$ cat config.mk
export PLATFORM = sky130hd
export DESIGN_NAME = track_timer
export DESIGN_NICKNAME = d
export VERILOG_FILES = /design/src/rtl/tmr_pkg.sv /design/src/rtl/tmr_prescaler.sv /design/src/rtl/tmr_counter.sv /design/src/rtl/tmr_match.sv /design/src/rtl/track_timer.sv
export SDC_FILE = /design/constraint.sdc
export NUM_CORES = 1
export LEC_CHECK = 0
export ABC_AREA = 1
export BUFFER_PORTS_ARGS = -buffer_cell sky130_fd_sc_hd__buf_2
export CAP_MARGIN = 10
export CORE_MARGIN = 10
export CORE_UTILIZATION = 30
export CTS_CLUSTER_SIZE = 8
export DETAILED_ROUTE_END_ITERATION = 16
export GPL_ROUTABILITY_DRIVEN = 0
export GPL_TIMING_DRIVEN = 0
export SETUP_SLACK_MARGIN = 0.02
export SYNTH_ARGS = -nofsm -noshare
export SYNTH_HDL_FRONTEND = slang
export SYNTH_SLANG_ARGS = --single-unit
$ cat constraint.sdc
create_clock -name clk -period 1.8 [get_ports clk]
set_input_delay 0.27 -clock clk [delete_from_list [all_inputs] [get_ports clk]]
set_output_delay 0.27 -clock clk [all_outputs]
set_load 0.02 [all_outputs]
$ cat src/rtl/tmr_pkg.sv
package tmr_pkg;

    typedef enum logic [1:0] {
        SLOT_COUNT = 2'd0,
        SLOT_CMP   = 2'd1,
        SLOT_CTRL  = 2'd2,
        SLOT_CMD   = 2'd3
    } slot_e;

    localparam int CMD_CLR_BIT = 0;
    localparam int CMD_ACK_BIT = 1;
    localparam int CTRL_MASK_BIT = 0;

    // Decoded write actions for one cycle.
    typedef struct packed {
        logic load;
        logic clear;
        logic cmp_wr;
        logic mask_wr;
        logic ack;
    } wr_act_t;

    function automatic wr_act_t decode_wr(input logic en, input slot_e sel,
                                          input logic clr_b, input logic ack_b);
        wr_act_t a;
        a.load    = en && (sel == SLOT_COUNT);
        a.cmp_wr  = en && (sel == SLOT_CMP);
        a.mask_wr = en && (sel == SLOT_CTRL);
        a.clear   = en && (sel == SLOT_CMD) && clr_b;
        a.ack     = en && (sel == SLOT_CMD) && ack_b;
        return a;
    endfunction

endpackage

$ cat src/rtl/tmr_prescaler.sv
module tmr_prescaler #(
    parameter int TICK_LOG2 = 12,
    parameter int AMP_LOG2  = 10,
    parameter int QUAD_LOG2 = 7
) (
    input  logic clk,
    input  logic rst,
    output logic quad_en,
    output logic amp_en,
    output logic tick_en
);
    localparam int TW = TICK_LOG2;
    localparam logic [TW-1:0] M_QUAD = TW'((64'd1 << QUAD_LOG2) - 64'd1);
    localparam logic [TW-1:0] M_AMP  = TW'((64'd1 << AMP_LOG2) - 64'd1);
    localparam logic [TW-1:0] M_TICK = TW'((64'd1 << TICK_LOG2) - 64'd1);

    logic [TW-1:0] phase;
    logic [2:0]    taps;

    always_ff @(posedge clk) begin
        if (rst) phase <= '0;
        else     phase <= phase + 1'b1;
    end

    // One tap per derived rate: fires when its low phase bits are all ones.
    for (genvar g = 0; g < 3; g++) begin : g_tap
        localparam logic [TW-1:0] M = (g == 0) ? M_QUAD : (g == 1) ? M_AMP : M_TICK;
        assign taps[g] = ((phase & M) == M);
    end

    assign quad_en = taps[0];
    assign amp_en  = taps[1];
    assign tick_en = taps[2];

    assert_quad_single_R2: assert property (@(posedge clk) disable iff (rst)
        quad_en |=> !quad_en);
    assert_tick_single_R4: assert property (@(posedge clk) disable iff (rst)
        tick_en |=> !tick_en);
    assert_tick_implies_amp_R3: assert property (@(posedge clk) disable iff (rst)
        tick_en |-> amp_en);
endmodule

$ cat src/rtl/tmr_counter.sv
module tmr_counter #(
    parameter int CNT_W = 14
) (
    input  logic             clk,
    input  logic             rst,
    input  logic             tick,
    input  logic             load,
    input  logic             clear,
    input  logic [CNT_W-1:0] load_val,
    output logic [CNT_W-1:0] count,
    output logic [CNT_W-1:0] nxt,
    output logic             step
);
    assign nxt  = count + 1'b1;
    assign step = tick && !load && !clear;

    always_ff @(posedge clk) begin
        if (rst)        count <= '0;
        else if (load)  count <= load_val;
        else if (clear) count <= '0;
        else if (tick)  count <= nxt;
    end

    assert_load_wins_R6: assert property (@(posedge clk) disable iff (rst)
        load |=> (count == $past(load_val)));
    assert_clear_wins_R7: assert property (@(posedge clk) disable iff (rst)
        (clear && !load) |=> (count == '0));
    assert_advance_R4: assert property (@(posedge clk) disable iff (rst)
        (tick && !load && !clear) |=> (count == CNT_W'($past(count) + 1'b1)));
    assert_hold_R8: assert property (@(posedge clk) disable iff (rst)
        (!tick && !load && !clear) |=> $stable(count));
endmodule

$ cat src/rtl/tmr_match.sv
module tmr_match #(
    parameter int CNT_W = 14
) (
    input  logic             clk,
    input  logic             rst,
    input  logic             step,
    input  logic [CNT_W-1:0] nxt,
    input  logic             cmp_wr,
    input  logic [CNT_W-1:0] cmp_val,
    input  logic             mask_wr,
    input  logic             mask_val,
    input  logic             ack,
    output logic [CNT_W-1:0] cmp,
    output logic             mask,
    output logic             flag,
    output logic             irq
);
    logic hit;
    assign hit = step && (nxt == cmp);

    always_ff @(posedge clk) begin
        if (rst) begin
            cmp  <= '0;
            mask <= 1'b0;
            flag <= 1'b0;
        end else begin
            if (cmp_wr)  cmp  <= cmp_val;
            if (mask_wr) mask <= mask_val;
            if (hit)      flag <= 1'b1;
            else if (ack) flag <= 1'b0;
        end
    end

    assign irq = flag && !mask;

    assert_match_sets_R9: assert property (@(posedge clk) disable iff (rst)
        (step && (nxt == cmp)) |=> flag);
    assert_sticky_R10: assert property (@(posedge clk) disable iff (rst)
        (flag && !ack) |=> flag);
    assert_no_spurious_R9: assert property (@(posedge clk) disable iff (rst)
        (!flag && !step) |=> !flag);
    assert_mask_keeps_R11: assert property (@(posedge clk) disable iff (rst)
        (mask_wr && flag && !ack) |=> flag);
endmodule

$ cat src/rtl/track_timer.sv
module track_timer
    import tmr_pkg::*;
#(
    parameter int CNT_W     = 14,
    parameter int TICK_LOG2 = 12,
    parameter int AMP_LOG2  = 10,
    parameter int QUAD_LOG2 = 7
) (
    input  logic             clk,
    input  logic             rst,
    input  logic             wr_en,
    input  logic [1:0]       addr,
    input  logic [CNT_W-1:0] wr_data,
    output logic [CNT_W-1:0] rd_data,
    output logic [CNT_W-1:0] count,
    output logic             quad_en,
    output logic             amp_en,
    output logic             tick_en,
    output logic             irq
);
    wr_act_t          act;
    logic [CNT_W-1:0] nxt;
    logic [CNT_W-1:0] cmp;
    logic             step;
    logic             mask;
    logic             flag;

    assign act = decode_wr(wr_en, slot_e'(addr), wr_data[CMD_CLR_BIT], wr_data[CMD_ACK_BIT]);

    tmr_prescaler #(
        .TICK_LOG2(TICK_LOG2), .AMP_LOG2(AMP_LOG2), .QUAD_LOG2(QUAD_LOG2)
    ) u_pre (
        .clk(clk), .rst(rst),
        .quad_en(quad_en), .amp_en(amp_en), .tick_en(tick_en)
    );

    tmr_counter #(.CNT_W(CNT_W)) u_cnt (
        .clk(clk), .rst(rst), .tick(tick_en),
        .load(act.load), .clear(act.clear), .load_val(wr_data),
        .count(count), .nxt(nxt), .step(step)
    );

    tmr_match #(.CNT_W(CNT_W)) u_match (
        .clk(clk), .rst(rst), .step(step), .nxt(nxt),
        .cmp_wr(act.cmp_wr), .cmp_val(wr_data),
        .mask_wr(act.mask_wr), .mask_val(wr_data[CTRL_MASK_BIT]),
        .ack(act.ack),
        .cmp(cmp), .mask(mask), .flag(flag), .irq(irq)
    );

    always_comb begin
        case (slot_e'(addr))
            SLOT_COUNT: rd_data = count;
            SLOT_CMP:   rd_data = cmp;
            SLOT_CTRL:  rd_data = {{(CNT_W-2){1'b0}}, flag, mask};
            default:    rd_data = '0;
        endcase
    end

    assert_irq_needs_unmask_R11: assert property (@(posedge clk) disable iff (rst)
        (irq && !act.ack) |=> (flag || mask) && (irq || mask));
    assert_wrap_R5: assert property (@(posedge clk) disable iff (rst)
        (tick_en && !wr_en && (count == {CNT_W{1'b1}})) |=> (count == '0));
endmodule

==> flow_summary.yaml, run 1 <==
outcome:
  status: "completed"
logic_synthesis:
  avgSynthCellArea_um2: 6.75
  synth_ff_type: "dfxtp_1"
  synthTopCellsByArea: "dfxtp_1, nand2_1, nand3_1, inv_1, a21oi_1"
  syn-num-nets: 395
  synth_top_area_cell: "dfxtp_1"
  yosysTopAreaCellShare: 0.333
  syn_area_mm2: 0.00253
  synth-seq-cells: 42
  synth-edff-count: 0
  netlist-cell-type-count: 36
  synth.yosys.warnings: 0
  seq_area_frac_synth: 0.333
  ys_async_sr_fraction: 0
  synth_commonest_cells: "nand2_1, inv_1, dfxtp_1"
  yosysMostFrequentCell: "nand2_1"
  synth_cells: 374
run:
  drv_cap: 0
setup_path:
  start_kind: "flop"
  cp.buffers_inverters: 1
  cpMostUsedCell: "nand2_1"
  rrSetupSlack_ps: 90
  slowest_stage: "dfxtp_1"
  critical_path.top_delay_family: "simple AND/OR/NAND/NOR gates"
  path_cells: "nand2_1 > nor2_2 > nand2_2 > nand2_2 > nand2_1 > nand2_1 > nand2_1 > inv_1 > nand3_2 > nor2_2 > nand3_2 > a21oi_2"
  path_class: "reg -> reg"
  worstPathArrival_ps: 1940
  max_stage_delay_ps: 480
  critPathCaptureType: "flop"
  critPathRequiredTime_ps: 2030
  critPathMaxFanout: 7
detailed_routing:
  postRouteWirelength_um: 8450
  drc: 0
  via_count: 2779
  wl_per_cell_um: 15.4
  dr.pass1.iters: 5
  routed_via_density: 5.08
  drtIter0Drc: 162
  ant_nets: 0
finish:
  finalNetCount: 462
  final_cells: 547
  drive_gt1_frac: 0.271
  fin_area_mm2: 0.00328
  n_fill_cell: 891
  ff_latch_area_um2: 860
  multi_input_area_mm2: 0.00154
  area_growth_pct: 30.0
  antenna_cells: 0
clock_tree:
  numCtsBuffers: 5
  cts_max_level: 2
  clock_latency_ps: 300
  clk_transition_reported_paths_ps: 90
  cts_root_buf: "clkbuf_8"
  clkSinkCount: 42
  cts_tree: "done"
  cts_buffer_depth: 2
sta:
  setup_violations: 0
  tightestPinTransition_ps: 664
  slew_headroom: 0.557
  drv_slew: 0
  hold_slack_ps: 248
  worst_slack_ps: 90.8
  fin_crit_sh: 0.950
  period_needed_ps: 1710
  rsz0062_at_grt: "true"
  hold_violations: 0
  fmax_mhz: 585
  tns_ps: 0
  fin_skew_ps: 4.86
global_route:
  overflow: 0
  grt_start_max_net_pins: 14
  grt_pass1_vias: 2691
  gr-usage-all-layers: 0.129
  antenna_found_initial: 0
  grt_pass1_wl_um: 13400
placed_design:
  dpl.cell_count: 529
  hpwl_um: 6250
  numPortBuffers: 50
  place_area_mm2: 0.00291
  pre_cts_ws_ps: -153
pwr:
  p_leak_nw: 1.44
  power.density_mw_per_mm2: 731
  ir_drop_mv: 0.443
min_path:
  hold_path.class: "in -> reg"
die:
  die_y_um: 112
  die_w_um: 112
  start_util: 0.307
  io_pins: 51
  core.rowCount: 33
  die_area_mm2: 0.0125
  fp.coreArea_mm2: 0.00822
-- repair_timing --
item,in CTS,in global routing
cloned,0,1
setup endpoints to repair,14,20
resized for setup,12,30
buffers inserted,1,9
pin swaps,2,18
hold endpoints to repair,0,0
hold buffers,0,0
-- cells by family (layout without fill, tap and decap cells) --
logic type / after synthesis / after routing / synth area share
simple gates: 170 / 171 / 0.330
buf+inv: 63 / 130 / 0.0976
xor+xnor: 2 / 2 / 0.00694
flops: 42 / 42 / 0.333
fa+ha+maj: 2 / 2 / 0.00990
compound gates: 95 / 95 / 0.223
-- where the power goes --
part	internal, mW	leakage [nW]	switching (mW)
Combinational	0.150	1.02	0.282
Clock	0.592	0.0714	0.352
Sequential	0.975	0.347	0.0506
-- per-stage QoR --
| step | power, mW | utilization |
|---|---|---|
| floorplan | 1.30 | - |
| global placement | 1.45 | 0.354 |
| detailed placement | 1.45 | 0.354 |
| CTS | 2.39 | 0.376 |
| global route | 2.51 | 0.400 |
| finish | 2.40 | 0.400 |
-- state kept, by name, summed over array words and instances, names as in the netlist --
signal        count
u_match.flag      1
u_match.cmp      14
u_cnt.count      14
u_pre.phase      12
u_match.mask      1
-- worst reg2reg max path, delay by kind of cell, from the launching register on --
kind            cells  cell delay [ps]
flops               1              480
buf+inv             1               70
simple gates       10              950
compound gates      1              150
-- layout by cell type, fill, tap and decap left out, types with 2 or more instances in the layout --
cell / instances
nand2_1: 67
buf_2: 49
inv_1: 48
nand3_1: 38
a21oi_1: 34
dfxtp_1: 33
nor2_1: 26
o21ai_0: 26
o22ai_1: 12
buf_4: 10
nor2_4: 8
clkbuf_1: 7
nand4_1: 6
clkbuf_8: 6
dfxtp_2: 6
nand2_2: 5
nor2_2: 5
nand3_2: 5
o21ai_1: 5
nand2_4: 4
a221oi_1: 4
inv_2: 3
nor2_8: 3
a32oi_1: 3
dfxtp_4: 3
xor2_1: 2
buf_6: 2
a221oi_2: 2
a211oi_1: 2
ha_4: 2
bufinv_16: 2
buf_12: 2
-- worst paths after layout --
path	startpoint	end	cells past startpoint
max	u_cnt.count[7]$_SDFFE_PP0P_	u_match.flag$_SDFFE_PP0P_	12
min	rst	u_pre.phase[4]$_SDFF_PP0_	3
max reg2reg	u_cnt.count[7]$_SDFFE_PP0P_	u_match.flag$_SDFFE_PP0P_	12
min reg2reg	u_match.mask$_SDFFE_PP0P_	u_match.mask$_SDFFE_PP0P_	2
-- routing by layer --
metal	wire length (um)	GRT usage
met5	0	0
met4	123	0.0403
met3	512	0.0295
met2	4110	0.221
met1	3700	0.155
-- layout make-up --
cell class                 count  share of cell area
multi-input combinational    270               0.470
buffer                        11              0.0175
inverter                      51              0.0583
clock buffer                   6              0.0251
clock inverter                 2              0.0183
sequential                    42               0.262
tap                          105              0.0400
timing repair buffer          60               0.109
(Power assumes the default switching activity.)
==> run 2: changes to the inputs <==
--- a/config.mk
+++ b/config.mk
@@ -8,12 +8,15 @@
 export ABC_AREA = 1
 export BUFFER_PORTS_ARGS = -buffer_cell sky130_fd_sc_hd__buf_2
 export CAP_MARGIN = 10
+export CELL_PAD_IN_SITES_DETAIL_PLACEMENT = 1
+export CELL_PAD_IN_SITES_GLOBAL_PLACEMENT = 1
 export CORE_MARGIN = 10
 export CORE_UTILIZATION = 30
 export CTS_CLUSTER_SIZE = 8
 export DETAILED_ROUTE_END_ITERATION = 16
 export GPL_ROUTABILITY_DRIVEN = 0
 export GPL_TIMING_DRIVEN = 0
+export PLACE_DENSITY_LB_ADDON = 0.1
 export SETUP_SLACK_MARGIN = 0.02
 export SYNTH_ARGS = -nofsm -noshare
 export SYNTH_HDL_FRONTEND = slang
==> run 2 against run 1 <==
  * Cell count rose by 0.91%
  * Sequential cell count did not move
  * Sequential power barely moved
  * Cell area fell by 0.46%
  * Non-clock buffer count rose by 5
  * Global-route usage rose by 1.7 points
  * Critical endpoint unchanged
  * Largest cell class unchanged
  * Highest routed layer unchanged
==> flow_summary.yaml, run 2 (synthesis results as in run 1) <==
outcome:
  status: "completed"
setup_path:
  critPathCaptureType: "flop"
  max_stage_delay_ps: 380
  path_cells: "ha_4 > buf_4 > nand3_1 > nand2_1 > nand3_1 > nand3_2 > nor2_1 > nand2_1 > nor2_1 > nand3_2 > a21oi_2"
  ff2ff_path_depth: 11
  path_class: "reg -> reg"
  critPathRequiredTime_ps: 2030
  critPathMaxFanout: 5
  worstPathArrival_ps: 2000
  start_kind: "flop"
  slowest_stage: "dfxtp_4"
finish:
  final_util: 0.398
  layout_commonest_cell: "nand2_1"
  antenna_cells: 0
  finalNetCount: 467
  area_growth_pct: 29.4
  drive_gt1_frac: 0.284
  layout_common_cells: "nand2_1, buf_2, inv_1"
  n_fill_cell: 1066
  top_regs: "u_cnt.count: 14 flops, u_match.cmp: 14 flops, u_pre.phase: 12 flops"
clock_tree:
  cts_root_buf: "clkbuf_8"
  cts_max_level: 2
  cts_tree: "done"
  numCtsBuffers: 5
  cts_buffer_depth: 2
  clock_latency_ps: 300
  clk_transition_reported_paths_ps: 90
  clkSinkCount: 42
sta:
  hold_slack_ps: 241
  hold_violations: 0
  period_needed_ps: 1770
  fmax_mhz: 565
  tightestPinTransition_ps: 709
  setup_violations: 0
  tns_ps: 0
  fin_skew_ps: 5.17
  drv_slew: 0
  fin_crit_sh: 0.983
  rsz0062_at_grt: "true"
  slew_headroom: 0.528
  worst_slack_ps: 30.3
die:
  fp.coreArea_mm2: 0.00822
  start_util: 0.307
  core.rowCount: 33
  die_y_um: 112
  die_area_mm2: 0.0125
  io_pins: 51
  die_w_um: 112
detailed_routing:
  dr.pass1.iters: 5
  drtIter0Drc: 103
  wl_per_cell_um: 17.3
  ant_nets: 0
  via_count: 2780
  drc: 0
  postRouteWirelength_um: 9540
  routed_via_density: 5.04
pwr:
  p_leak_nw: 1.45
  power.density_mw_per_mm2: 653
  ir_drop_mv: 0.226
  finalPower_mw: 2.14
global_route:
  grt_start_max_net_pins: 15
  top_usage_layer: "met2"
  gr-usage-all-layers: 0.145
  overflow: 0
  grt_pass1_wl_um: 15000
  grt_pass1_vias: 2886
  use_met1: 0.175
  use_met3: 0.0295
  antenna_found_initial: 0
  grt_use_met2: 0.258
min_path:
  min_path_cells: 3
  hold_path.class: "in -> reg"
placed_design:
  hpwl_um: 7000
  pre_cts_ws_ps: -311
  numPortBuffers: 50
run:
  drv_cap: 0
## run 2: final cells by class
type,instances,area [um2],area share
buffer,11,58.8,0.0180
clock buffer,7,86.3,0.0264
clock inverter,1,5.00,0.00153
inverter,51,191,0.0586
multi-input combinational,270,1550,0.473
sequential,42,857,0.262
tap,105,131,0.0402
timing repair buffer,65,392,0.120
## run 2: worst paths after layout
check | startpoint | end | slack [ps]
worst min register to register | u_match.mask$_SDFFE_PP0P_ | u_match.mask$_SDFFE_PP0P_ | 480
worst max register to register | u_cnt.count[1]$_SDFFE_PP0P_ | u_match.flag$_SDFFE_PP0P_ | 30
worst max-delay path | u_cnt.count[1]$_SDFFE_PP0P_ | u_match.flag$_SDFFE_PP0P_ | 30
worst min-delay path | rst | u_pre.phase[4]$_SDFF_PP0_ | 240
## run 2: per-stage QoR
| stage | cells | cell area, um2 |
|---|---|---|
| floorplan | 374 | 2530 |
| global placement | 529 | 2910 |
| detailed placement | 529 | 2910 |
| CTS | 541 | 3090 |
| global route | 552 | 3270 |
| finish | 552 | 3270 |
## run 2: power by group
group	total (mW)	internal, mW	switching, mW
sequential	1.03	0.976	0.0513
combinational	0.446	0.154	0.292
clock	0.663	0.311	0.352
total	2.14	1.44	0.695
## run 2: metal layers
layer,routed length (um),up-vias
met5,0,-
met4,112,0
met3,345,8
met2,4820,43
met1,4270,1318
li1,-,1411
## run 2: critical path: cells and delay by family, from the launching register on
| family | cells | cell delay (ps) |
|---|---|---|
| buffers and inverters | 1 | 140 |
| flip-flops | 1 | 380 |
| adder cells (fa/ha/maj) | 1 | 180 |
| AO/OA/AOI/OAI | 1 | 140 |
| AND/OR/NAND/NOR | 8 | 860 |
## run 2: repair_timing
action	CTS	global route
endpoints found under the setup margin	16	22
hold buffers	0	0
cloned	0	1
setup buffers	5	10
resized for setup	18	29
pin swaps	5	13
